File: src/rtl/i2c_drx_pkg.sv
package i2c_drx_pkg;
  localparam int BYTE_W  = 8;
  localparam int ADDR_W  = BYTE_W - 1;
  localparam int BITCNT_W = $clog2(BYTE_W + 2);

  typedef enum logic [2:0] {
    ST_IDLE,
    ST_ADDR,
    ST_DATA,
    ST_ACK,
    ST_HOLD,
    ST_REL
  } rx_state_e;
endpackage

File: src/rtl/i2c_drx_sync.sv
module i2c_drx_sync #(
  parameter int WIDTH  = 2,
  parameter int STAGES = 2
) (
  input  logic             clk_i,
  input  logic             rst_ni,
  input  logic [WIDTH-1:0] d_i,
  output logic [WIDTH-1:0] q_o
);
  logic [STAGES-1:0][WIDTH-1:0] pipe_q;

  always_ff @(posedge clk_i or negedge rst_ni) begin
    if (!rst_ni) pipe_q <= '1;  // idle bus is high
    else         pipe_q <= {pipe_q[STAGES-2:0], d_i};
  end

  assign q_o = pipe_q[STAGES-1];
endmodule

File: src/rtl/i2c_drx_cond.sv
module i2c_drx_cond (
  input  logic clk_i,
  input  logic rst_ni,
  input  logic scl_s_i,
  input  logic sda_s_i,
  output logic start_o,
  output logic stop_o,
  output logic scl_rise_o,
  output logic scl_fall_o
);
  logic scl_q, sda_q;

  always_ff @(posedge clk_i or negedge rst_ni) begin
    if (!rst_ni) begin
      scl_q <= 1'b1;
      sda_q <= 1'b1;
    end else begin
      scl_q <= scl_s_i;
      sda_q <= sda_s_i;
    end
  end

  assign start_o    = scl_s_i & scl_q &  sda_q & ~sda_s_i;
  assign stop_o     = scl_s_i & scl_q & ~sda_q &  sda_s_i;
  assign scl_rise_o = scl_s_i & ~scl_q;
  assign scl_fall_o = ~scl_s_i & scl_q;
endmodule

File: src/rtl/i2c_defer_ack_rx.sv
module i2c_defer_ack_rx
  import i2c_drx_pkg::*;
#(
  parameter int CNT_W       = 8,
  parameter int SYNC_STAGES = 2
) (
  input  logic              clk_i,
  input  logic              rst_ni,
  input  logic              scl_i,
  input  logic              sda_i,
  output logic              scl_oe_o,
  output logic              sda_oe_o,
  input  logic [ADDR_W-1:0] own_addr_i,
  input  logic              stretch_en_i,
  input  logic              ack_val_i,
  input  logic              btf_clr_i,
  input  logic              rd_ack_i,
  input  logic              tcomp_clr_i,
  input  logic              cnt_en_i,
  input  logic              cnt_clr_i,
  output logic [BYTE_W-1:0] rx_data_o,
  output logic              rx_ready_o,
  output logic              btf_o,
  output logic              tcomp_o,
  output logic [CNT_W-1:0]  byte_cnt_o
);
  localparam logic [BITCNT_W-1:0] LAST_BIT = BITCNT_W'(BYTE_W);
  localparam logic [BITCNT_W-1:0] ACK_BIT  = BITCNT_W'(BYTE_W + 1);

  logic [1:0] sync_q;
  logic scl_s, sda_s;
  logic start, stop, scl_rise, scl_fall;

  rx_state_e           state_q;
  logic [BITCNT_W-1:0] bit_cnt_q;
  logic [BYTE_W-1:0]   shreg_q;
  logic                nak_q, addressed_q;

  i2c_drx_sync #(.WIDTH(2), .STAGES(SYNC_STAGES)) u_sync (
    .clk_i (clk_i),
    .rst_ni(rst_ni),
    .d_i   ({scl_i, sda_i}),
    .q_o   (sync_q)
  );
  assign scl_s = sync_q[1];
  assign sda_s = sync_q[0];

  i2c_drx_cond u_cond (
    .clk_i     (clk_i),
    .rst_ni    (rst_ni),
    .scl_s_i   (scl_s),
    .sda_s_i   (sda_s),
    .start_o   (start),
    .stop_o    (stop),
    .scl_rise_o(scl_rise),
    .scl_fall_o(scl_fall)
  );

  always_ff @(posedge clk_i or negedge rst_ni) begin
    if (!rst_ni) begin
      state_q     <= ST_IDLE;
      bit_cnt_q   <= '0;
      shreg_q     <= '0;
      nak_q       <= 1'b0;
      addressed_q <= 1'b0;
      sda_oe_o    <= 1'b0;
      scl_oe_o    <= 1'b0;
      rx_data_o   <= '0;
      rx_ready_o  <= 1'b0;
      btf_o       <= 1'b0;
      tcomp_o     <= 1'b0;
      byte_cnt_o  <= '0;
    end else begin
      if (rd_ack_i)    rx_ready_o <= 1'b0;
      if (btf_clr_i)   btf_o      <= 1'b0;
      if (tcomp_clr_i) tcomp_o    <= 1'b0;
      if (cnt_clr_i)   byte_cnt_o <= '0;

      if (start) begin
        state_q   <= ST_ADDR;
        bit_cnt_q <= '0;
        nak_q     <= 1'b0;
        sda_oe_o  <= 1'b0;
        scl_oe_o  <= 1'b0;
      end else if (stop) begin
        state_q     <= ST_IDLE;
        sda_oe_o    <= 1'b0;
        scl_oe_o    <= 1'b0;
        addressed_q <= 1'b0;
        if (addressed_q) tcomp_o <= 1'b1;
      end else begin
        unique case (state_q)
          ST_ADDR, ST_DATA: begin
            if (scl_rise && bit_cnt_q < LAST_BIT) begin
              shreg_q   <= {shreg_q[BYTE_W-2:0], sda_s};
              bit_cnt_q <= bit_cnt_q + 1'b1;
            end else if (scl_fall && bit_cnt_q == LAST_BIT) begin
              if (state_q == ST_ADDR) begin
                if (shreg_q == {own_addr_i, 1'b0}) begin
                  sda_oe_o    <= 1'b1;
                  addressed_q <= 1'b1;
                  nak_q       <= 1'b0;
                  state_q     <= ST_ACK;
                end else begin
                  state_q <= ST_IDLE;
                end
              end else begin
                rx_data_o  <= shreg_q;
                rx_ready_o <= 1'b1;
                if (cnt_en_i && !cnt_clr_i) byte_cnt_o <= byte_cnt_o + 1'b1;
                if (stretch_en_i) begin
                  scl_oe_o <= 1'b1;
                  btf_o    <= 1'b1;
                  state_q  <= ST_HOLD;
                end else begin
                  sda_oe_o <= 1'b1;
                  nak_q    <= 1'b0;
                  state_q  <= ST_ACK;
                end
              end
            end
          end
          ST_HOLD: begin
            // SDA settles one cycle before SCL is let go
            if (btf_clr_i) begin
              sda_oe_o <= ack_val_i;
              nak_q    <= ~ack_val_i;
              state_q  <= ST_REL;
            end
          end
          ST_REL: begin
            scl_oe_o <= 1'b0;
            state_q  <= ST_ACK;
          end
          ST_ACK: begin
            if (scl_rise) begin
              bit_cnt_q <= ACK_BIT;
            end else if (scl_fall && bit_cnt_q == ACK_BIT) begin
              sda_oe_o  <= 1'b0;
              bit_cnt_q <= '0;
              state_q   <= nak_q ? ST_IDLE : ST_DATA;
            end
          end
          default: ;
        endcase
      end
    end
  end
endmodule

File: config.mk
export PLATFORM = sky130hd
export DESIGN_NAME = i2c_defer_ack_rx
export DESIGN_NICKNAME = d
export VERILOG_FILES = /design/src/rtl/i2c_drx_pkg.sv /design/src/rtl/i2c_drx_sync.sv /design/src/rtl/i2c_drx_cond.sv /design/src/rtl/i2c_defer_ack_rx.sv
export SDC_FILE = /design/constraint.sdc
export NUM_CORES = 1
export LEC_CHECK = 0
export BUFFER_PORTS_ARGS = -buffer_cell sky130_fd_sc_hd__buf_2
export CAP_MARGIN = 20
export CORE_UTILIZATION = 27
export CTS_CLUSTER_DIAMETER = 40
export DETAILED_ROUTE_END_ITERATION = 6
export HOLD_SLACK_MARGIN = 0.03
export SLEW_MARGIN = 20
export SYNTH_ARGS = -nofsm -noshare
export SYNTH_HDL_FRONTEND = slang
export SYNTH_SLANG_ARGS = --single-unit
File: constraint.sdc
create_clock -name clk_i -period 1.9 [get_ports clk_i]
set_clock_uncertainty 0.2 [all_clocks]
set_input_delay 0.38 -clock clk_i [delete_from_list [all_inputs] [get_ports clk_i]]
set_output_delay 0.38 -clock clk_i [all_outputs]
set_load 0.005 [all_outputs]
==> impl_metrics.toml, run 1 <==
[die]
die_area_sq_mm = 0.008952
core_sq_mm = 0.008258
placementRows = 33
boundaryPins = 39
die_h_um = 94.62
initial_core_util_pct = 28.05
die-width_um = 94.62

[power]
clkPwrFrac_pct = 19.8
intPower_uw = 2295
combinationalPowerShare_pct = 42.5
power.static_leakage_uw = 0.001454
switching_share_pct = 36.66
seqPwrFrac_pct = 37.7
p_per_area_mw_per_mm2 = 1162
switching_power_uw = 1329
vdd_drop_max_v = 0.0004417

[clock_tree]
cts_buffers = 5
cts_tree = "built"
cts_max_path_buffers = 2
root_buffer = "clkbuf_8"
clkSlewWorstSetupHoldPaths_ns = 0.09
h-tree-depth = 2
insertion_delay_ns = 0.30
cts_setup_buffers = 0
cts_sinks = 44

[logic_synthesis]
synthesis.nets = 256
avgSynthCellArea_sq_um = 9.897
yosys.area.top_type_share_pct = 41.06
yosys.area_share.simple_pct = 21.88
synthArstFlopShare_pct = 100.0
yosysSeqAreaShare_pct = 47.87
synth_cell_type_count = 56
synth.area.top_cells = "dfrtp_1 41%, nand2_1 7.1%, dfstp_2 6.8%"
synth_top_area_cell = "dfrtp_1"
syn_inst = 234
synthAdderAreaFrac_pct = 2.593
netlist_area_sq_mm = 0.002316
muxShareOfSynthArea_pct = 5.402
yosys_warnings = 0
yosysMostFrequentCell = "nand2_1"
synth_top_family_by_area = "simple AND/OR/NAND/NOR gates"
synth_seq_cells = 44
synth_compound_area_share_pct = 12.26
synth-xor-area-share_pct = 6.051
synth_edf_count = 0
synthFlopType = "dfrtp_1"
netlist_top_cells_count = "44 x nand2_1, 38 x dfrtp_1, 13 x nor2_1, 12 x inv_1, 12 x xor2_1"

[timing]
tightestPinTransition_ns = 0.4567
tns_ns = -0.01808
fin_crit_ns = 1.916
grt_setup_unrepaired = "yes"
setup_violations = 2
max_freq_ghz = 0.5219
max_slew_margin_pct = 69.55
hold_viol = 0
slew_viol_final = 0
finalCritPeriodShare_pct = 100.9
setup_slack_ns = -0.01621

[route]
drt_iter0_markers = 120
avgRoutedWirePerCell_um = 13.78
routed_wl_um = 5663
drc = 0
viasPerCell = 4.776
dr.pass1.iters = 4
ant_nets = 0
via_count = 1963

[placement]
dp_hpwl_um = 4109
placed_cells_incl_taps = 399
gp_congestion = 0.8813
io_buffers = 38

[final_layout]
multi_input_area_sq_mm = 0.001241
antenna_cells = 0
drive_gt1_share_pct = 40.85
seq_area_sq_mm = 0.001111
fin_cells = 411
syn2layout_area_growth_pct = 34.68
fin_util_pct = 37.77
fillers = 836
nets = 327

[global_routing]
antenna_found_initial = 0
grt_max_degree = 28
grt_pass1_wl_um = 9232
track_usage_pct = 13.56
gr-total-overflow = 0
grt_pass1_vias = 1850

[status]
run_status = "finished with violations"
violations = "setup timing"

[setup_path]
crit_fanout = 7
worst_setup_path_end_kind = "register"
cp.arrival_ns = 1.90
start_kind = "register"
required_ns = 1.88
worstSetupPathType = "register to register"

[flow_run]
max-cap-violations = 0

[min_path]
hp-class = "primary input to register"
-- registers in the layout (all words and copies together) (netlist names), 2 cells and up --
signal         cells
byte_cnt_o         8
rx_data_o          8
shreg_q            8
bit_cnt_q          4
state_q            3
u_sync.pipe_q      2
u_sync.q_o         2
-- stage by stage --
| step | total power [uW] | area, sq um | hold WS (ns) | setup WS (ns) |
|---|---|---|---|---|
| 4_1_cts | 3589 | 3035 | 0.04399 | -0.01761 |
| 3_3_place_gp | 2763 | 2840 | 0.1471 | -0.008430 |
| 5_1_grt | 3856 | 3119 | 0.04515 | -0.07717 |
| 2_1_floorplan | 2243 | 2316 | -0.1156 | 0.004930 |
| 6_report | 3624 | 3119 | 0.05523 | -0.01621 |
| 3_5_place_dp | 2783 | 2840 | 0.1501 | -0.1155 |
-- path summary, 6_finish.rpt --
check | from | end | slack, ns | cells after the start
max | u_cond.scl_q | bit_cnt_q[2] | -0.02 | 5
min | tcomp_clr_i | tcomp_o | 0.06 | 2
max reg2reg | u_cond.scl_q | bit_cnt_q[2] | -0.02 | 5
min reg2reg | u_sync.pipe_q[0] | u_sync.q_o[0] | 0.16 | 0
max in group asynchronous | rst_ni | u_cond.sda_q | 0.56 | 3
min in group asynchronous | rst_ni | byte_cnt_o[4] | 0.36 | 2
-- kinds of logic after synthesis --
family                     after synthesis
xor gates and xnor gates                16
DFF                                     44
muxes                                   11
buffers and inverters                   22
adders and majority gates                5
and+or+nand+nor                         99
AOI/OAI and AO/OA                       37
-- critical path: stages, from the launching register on --
cell	delay (ns)
dfstp_2	0.55
and4bb_4	0.35
a32oi_2	0.16
buf_4	0.16
o311ai_2	0.27
o41ai_2	0.12
-- power groups by stage --
| stage | registers (uW) | clock network, uW | logic [uW] |
|---|---|---|---|
| CTS | 1360 | 749 | 1480 |
| finish | 1370 | 717 | 1540 |
| global route | 1400 | 774 | 1690 |
| floorplan | 1260 | 0 | 980 |
| global placement | 1360 | 0 | 1400 |
| detailed placement | 1370 | 0 | 1420 |
-- cells in the final DEF, fill, tap and decap left out, drive strengths merged, types with 2 or more instances in the layout --
cell type,n
a21oi,10
a22oi,2
and2,2
buf,69
clkbuf,6
dfrtp,38
dfstp,6
dlygate4sd3,4
ha,4
inv,13
mux2,9
mux2i,2
nand2,44
nand3,8
nand3b,2
nand4,4
nor2,14
nor2b,3
nor3,7
nor3b,2
nor4,6
o21ai,7
o22ai,3
o311ai,3
o41ai,2
or2,2
xnor2,4
xor2,12
-- per-layer routing --
layer  share of wire, %  up-vias  global-route usage, %
li1                   -      960                      -
met1                 48      961                  18.13
met2                 47       32                  21.52
met3                3.3       10                  2.979
met4                1.6        0                  4.672
met5                  0        -                      0
-- final cells by class --
| type | count | share of cell area (%) |
|---|---|---|
| Clock buffer | 6 | 2.327 |
| Clock inverter | 2 | 1.123 |
| Inverter | 13 | 1.564 |
| Multi-Input combinational cell | 168 | 39.79 |
| Sequential cell | 44 | 35.62 |
| Tap cell | 105 | 4.212 |
| Timing Repair Buffer | 73 | 15.36 |
-- timing repair --
item,in CTS,in global routing
gates resized for setup,8,21
hold buffers,4,0
pin swaps,1,4
endpoints found under the setup margin,3,22
endpoints found under the hold margin,20,0
Note: power is estimated with default switching activity, not from simulation.
==> run 2, diff against run 1 <==
--- a/config.mk
+++ b/config.mk
@@ -11,6 +11,7 @@
 export CTS_CLUSTER_DIAMETER = 40
 export DETAILED_ROUTE_END_ITERATION = 6
 export HOLD_SLACK_MARGIN = 0.03
+export PLACE_DENSITY_LB_ADDON = 0.08
 export SLEW_MARGIN = 20
 export SYNTH_ARGS = -nofsm -noshare
 export SYNTH_HDL_FRONTEND = slang
==> impl_metrics.toml, run 2 (synthesized netlist as in run 1, its figures left out) <==
[global_routing]
grt_max_degree = 20
use_met2_pct = 22.72
gr-total-overflow = 0
grtUsageMet1_pct = 21.04
track_usage_pct = 14.58
busiest_layer = "met2"
antenna_found_initial = 0
grt_use_met3_pct = 2.818
grt_pass1_vias = 1926
grt_pass1_wl_um = 10010

[final_layout]
fin_util_pct = 38.38
fillers = 883
syn2layout_area_growth_pct = 36.84
final_cell_mix = "43 x nand2_1, 38 x buf_2, 37 x dfrtp_1"
drive_gt1_share_pct = 41.99
final_common_cell = "nand2_1"
antenna_cells = 0
reg.largest.list = "byte_cnt_o: 8 flops, rx_data_o: 8 flops, shreg_q: 8 flops"
nets = 333

[min_path]
whs_path_depth = 2
hp-class = "primary input to register"
hold_start = "tcomp_clr_i"
whs_endpoint = "tcomp_o"

[die]
die_area_sq_mm = 0.008952
boundaryPins = 39
initial_core_util_pct = 28.05
core_sq_mm = 0.008258
die-width_um = 94.62
die_h_um = 94.62
placementRows = 33

[status]
run_status = "finished with violations"
violations = "setup timing"

[setup_path]
rr_worst_depth = 5
reg2reg_to = "state_q[0]"
worst_setup_path_end_kind = "register"
worstSetupPathType = "register to register"
cp.arrival_ns = 1.92
r2r_start = "u_cond.scl_q"
reg2reg_slack_ns = -0.03
crit_fanout = 7
required_ns = 1.88
start_kind = "register"

[placement]
dp_hpwl_um = 4402
gp_congestion = 0.7949
dp_slack_ns = -0.1354
io_buffers = 38

[route]
dr.pass1.iters = 4
viasPerCell = 4.650
drc = 0
via_count = 1939
avgRoutedWirePerCell_um = 14.50
routed_wl_um = 6045
drt_iter0_markers = 92
ant_nets = 0

[clock_tree]
cts_buffers = 5
insertion_delay_ns = 0.29
root_buffer = "clkbuf_8"
cts_tree = "built"
cts_max_path_buffers = 2
cts_sinks = 44
h-tree-depth = 2
clkSlewWorstSetupHoldPaths_ns = 0.09

[power]
power.static_leakage_uw = 0.001484
vdd_drop_max_v = 0.0003763
p_per_area_mw_per_mm2 = 1139

[timing]
max_slew_margin_pct = 66.29
tns_ns = -0.05554
fin_crit_ns = 1.931
slew_viol_final = 0
holdWs_ns = 0.05101
hold_viol = 0
tightestPinTransition_ns = 0.5057
max_freq_ghz = 0.5177
grt_setup_unrepaired = "yes"
setup_violations = 2
setup_slack_ns = -0.03145
finalCritPeriodShare_pct = 101.7

[flow_run]
max-cap-violations = 0
[run 2: timing repair]
action                                 CTS  global route
hold buffers                             4             0
setup endpoints to repair                5            31
endpoints found under the hold margin   14             0
resized for setup                        9            18
pin swaps                                1             7
setup buffers                            1             3
[run 2: metal layers]
| metal | share of wire [%] | vias up |
|---|---|---|
| met5 | 0 | - |
| met4 | 0.43 | 0 |
| met3 | 2.8 | 2 |
| met2 | 48 | 34 |
| met1 | 49 | 942 |
| li1 | - | 961 |
[run 2: worst max-delay path by stage]
stage                        startpoint           end  slack (ns)
after floorplan            u_cond.scl_q    state_q[0]       0.005
after global placement    own_addr_i[3]    state_q[0]       -0.10
after detailed placement  own_addr_i[3]    state_q[0]       -0.14
after CTS                  u_cond.scl_q  bit_cnt_q[2]       -0.05
after global routing       u_cond.scl_q    state_q[1]        -0.1
final                      u_cond.scl_q    state_q[0]       -0.03
[run 2: critical path: stages (launching register included)]
cell and delay, ns:
dfstp_2 0.55, and4bb_4 0.36, a311oi_4 0.13, a22oi_4 0.17, o31ai_2 0.11, mux2_4 0.30
[run 2: power by group]
| group | internal [uW] | leakage, uW | switching [uW] | total, uW |
|---|---|---|---|---|
| registers | 1120 | 0.000570 | 237 | 1360 |
| logic | 854 | 0.000867 | 806 | 1660 |
| clock network | 257 | 0.0000479 | 332 | 589 |
[run 2: area by class of cell]
type	count	area [sq um]	area share, %
Inverter	13	48.80	1.540
Multi-Input combinational cell	168	1251	39.48
Clock inverter	3	18.77	0.5922
Timing Repair Buffer	79	540.5	17.05
Sequential cell	44	1110	35.02
Clock buffer	5	68.82	2.171
Tap cell	105	131.4	4.145
[run 2: metrics by stage]
stage          power [uW]  instances  cell area (sq um)
6_report             3611        417               3169
5_1_grt              3882        417               3169
4_1_cts              3535        414               3062
3_5_place_dp         2843        401               2868
3_3_place_gp         2859        401               2868
2_1_floorplan        2243        234               2316
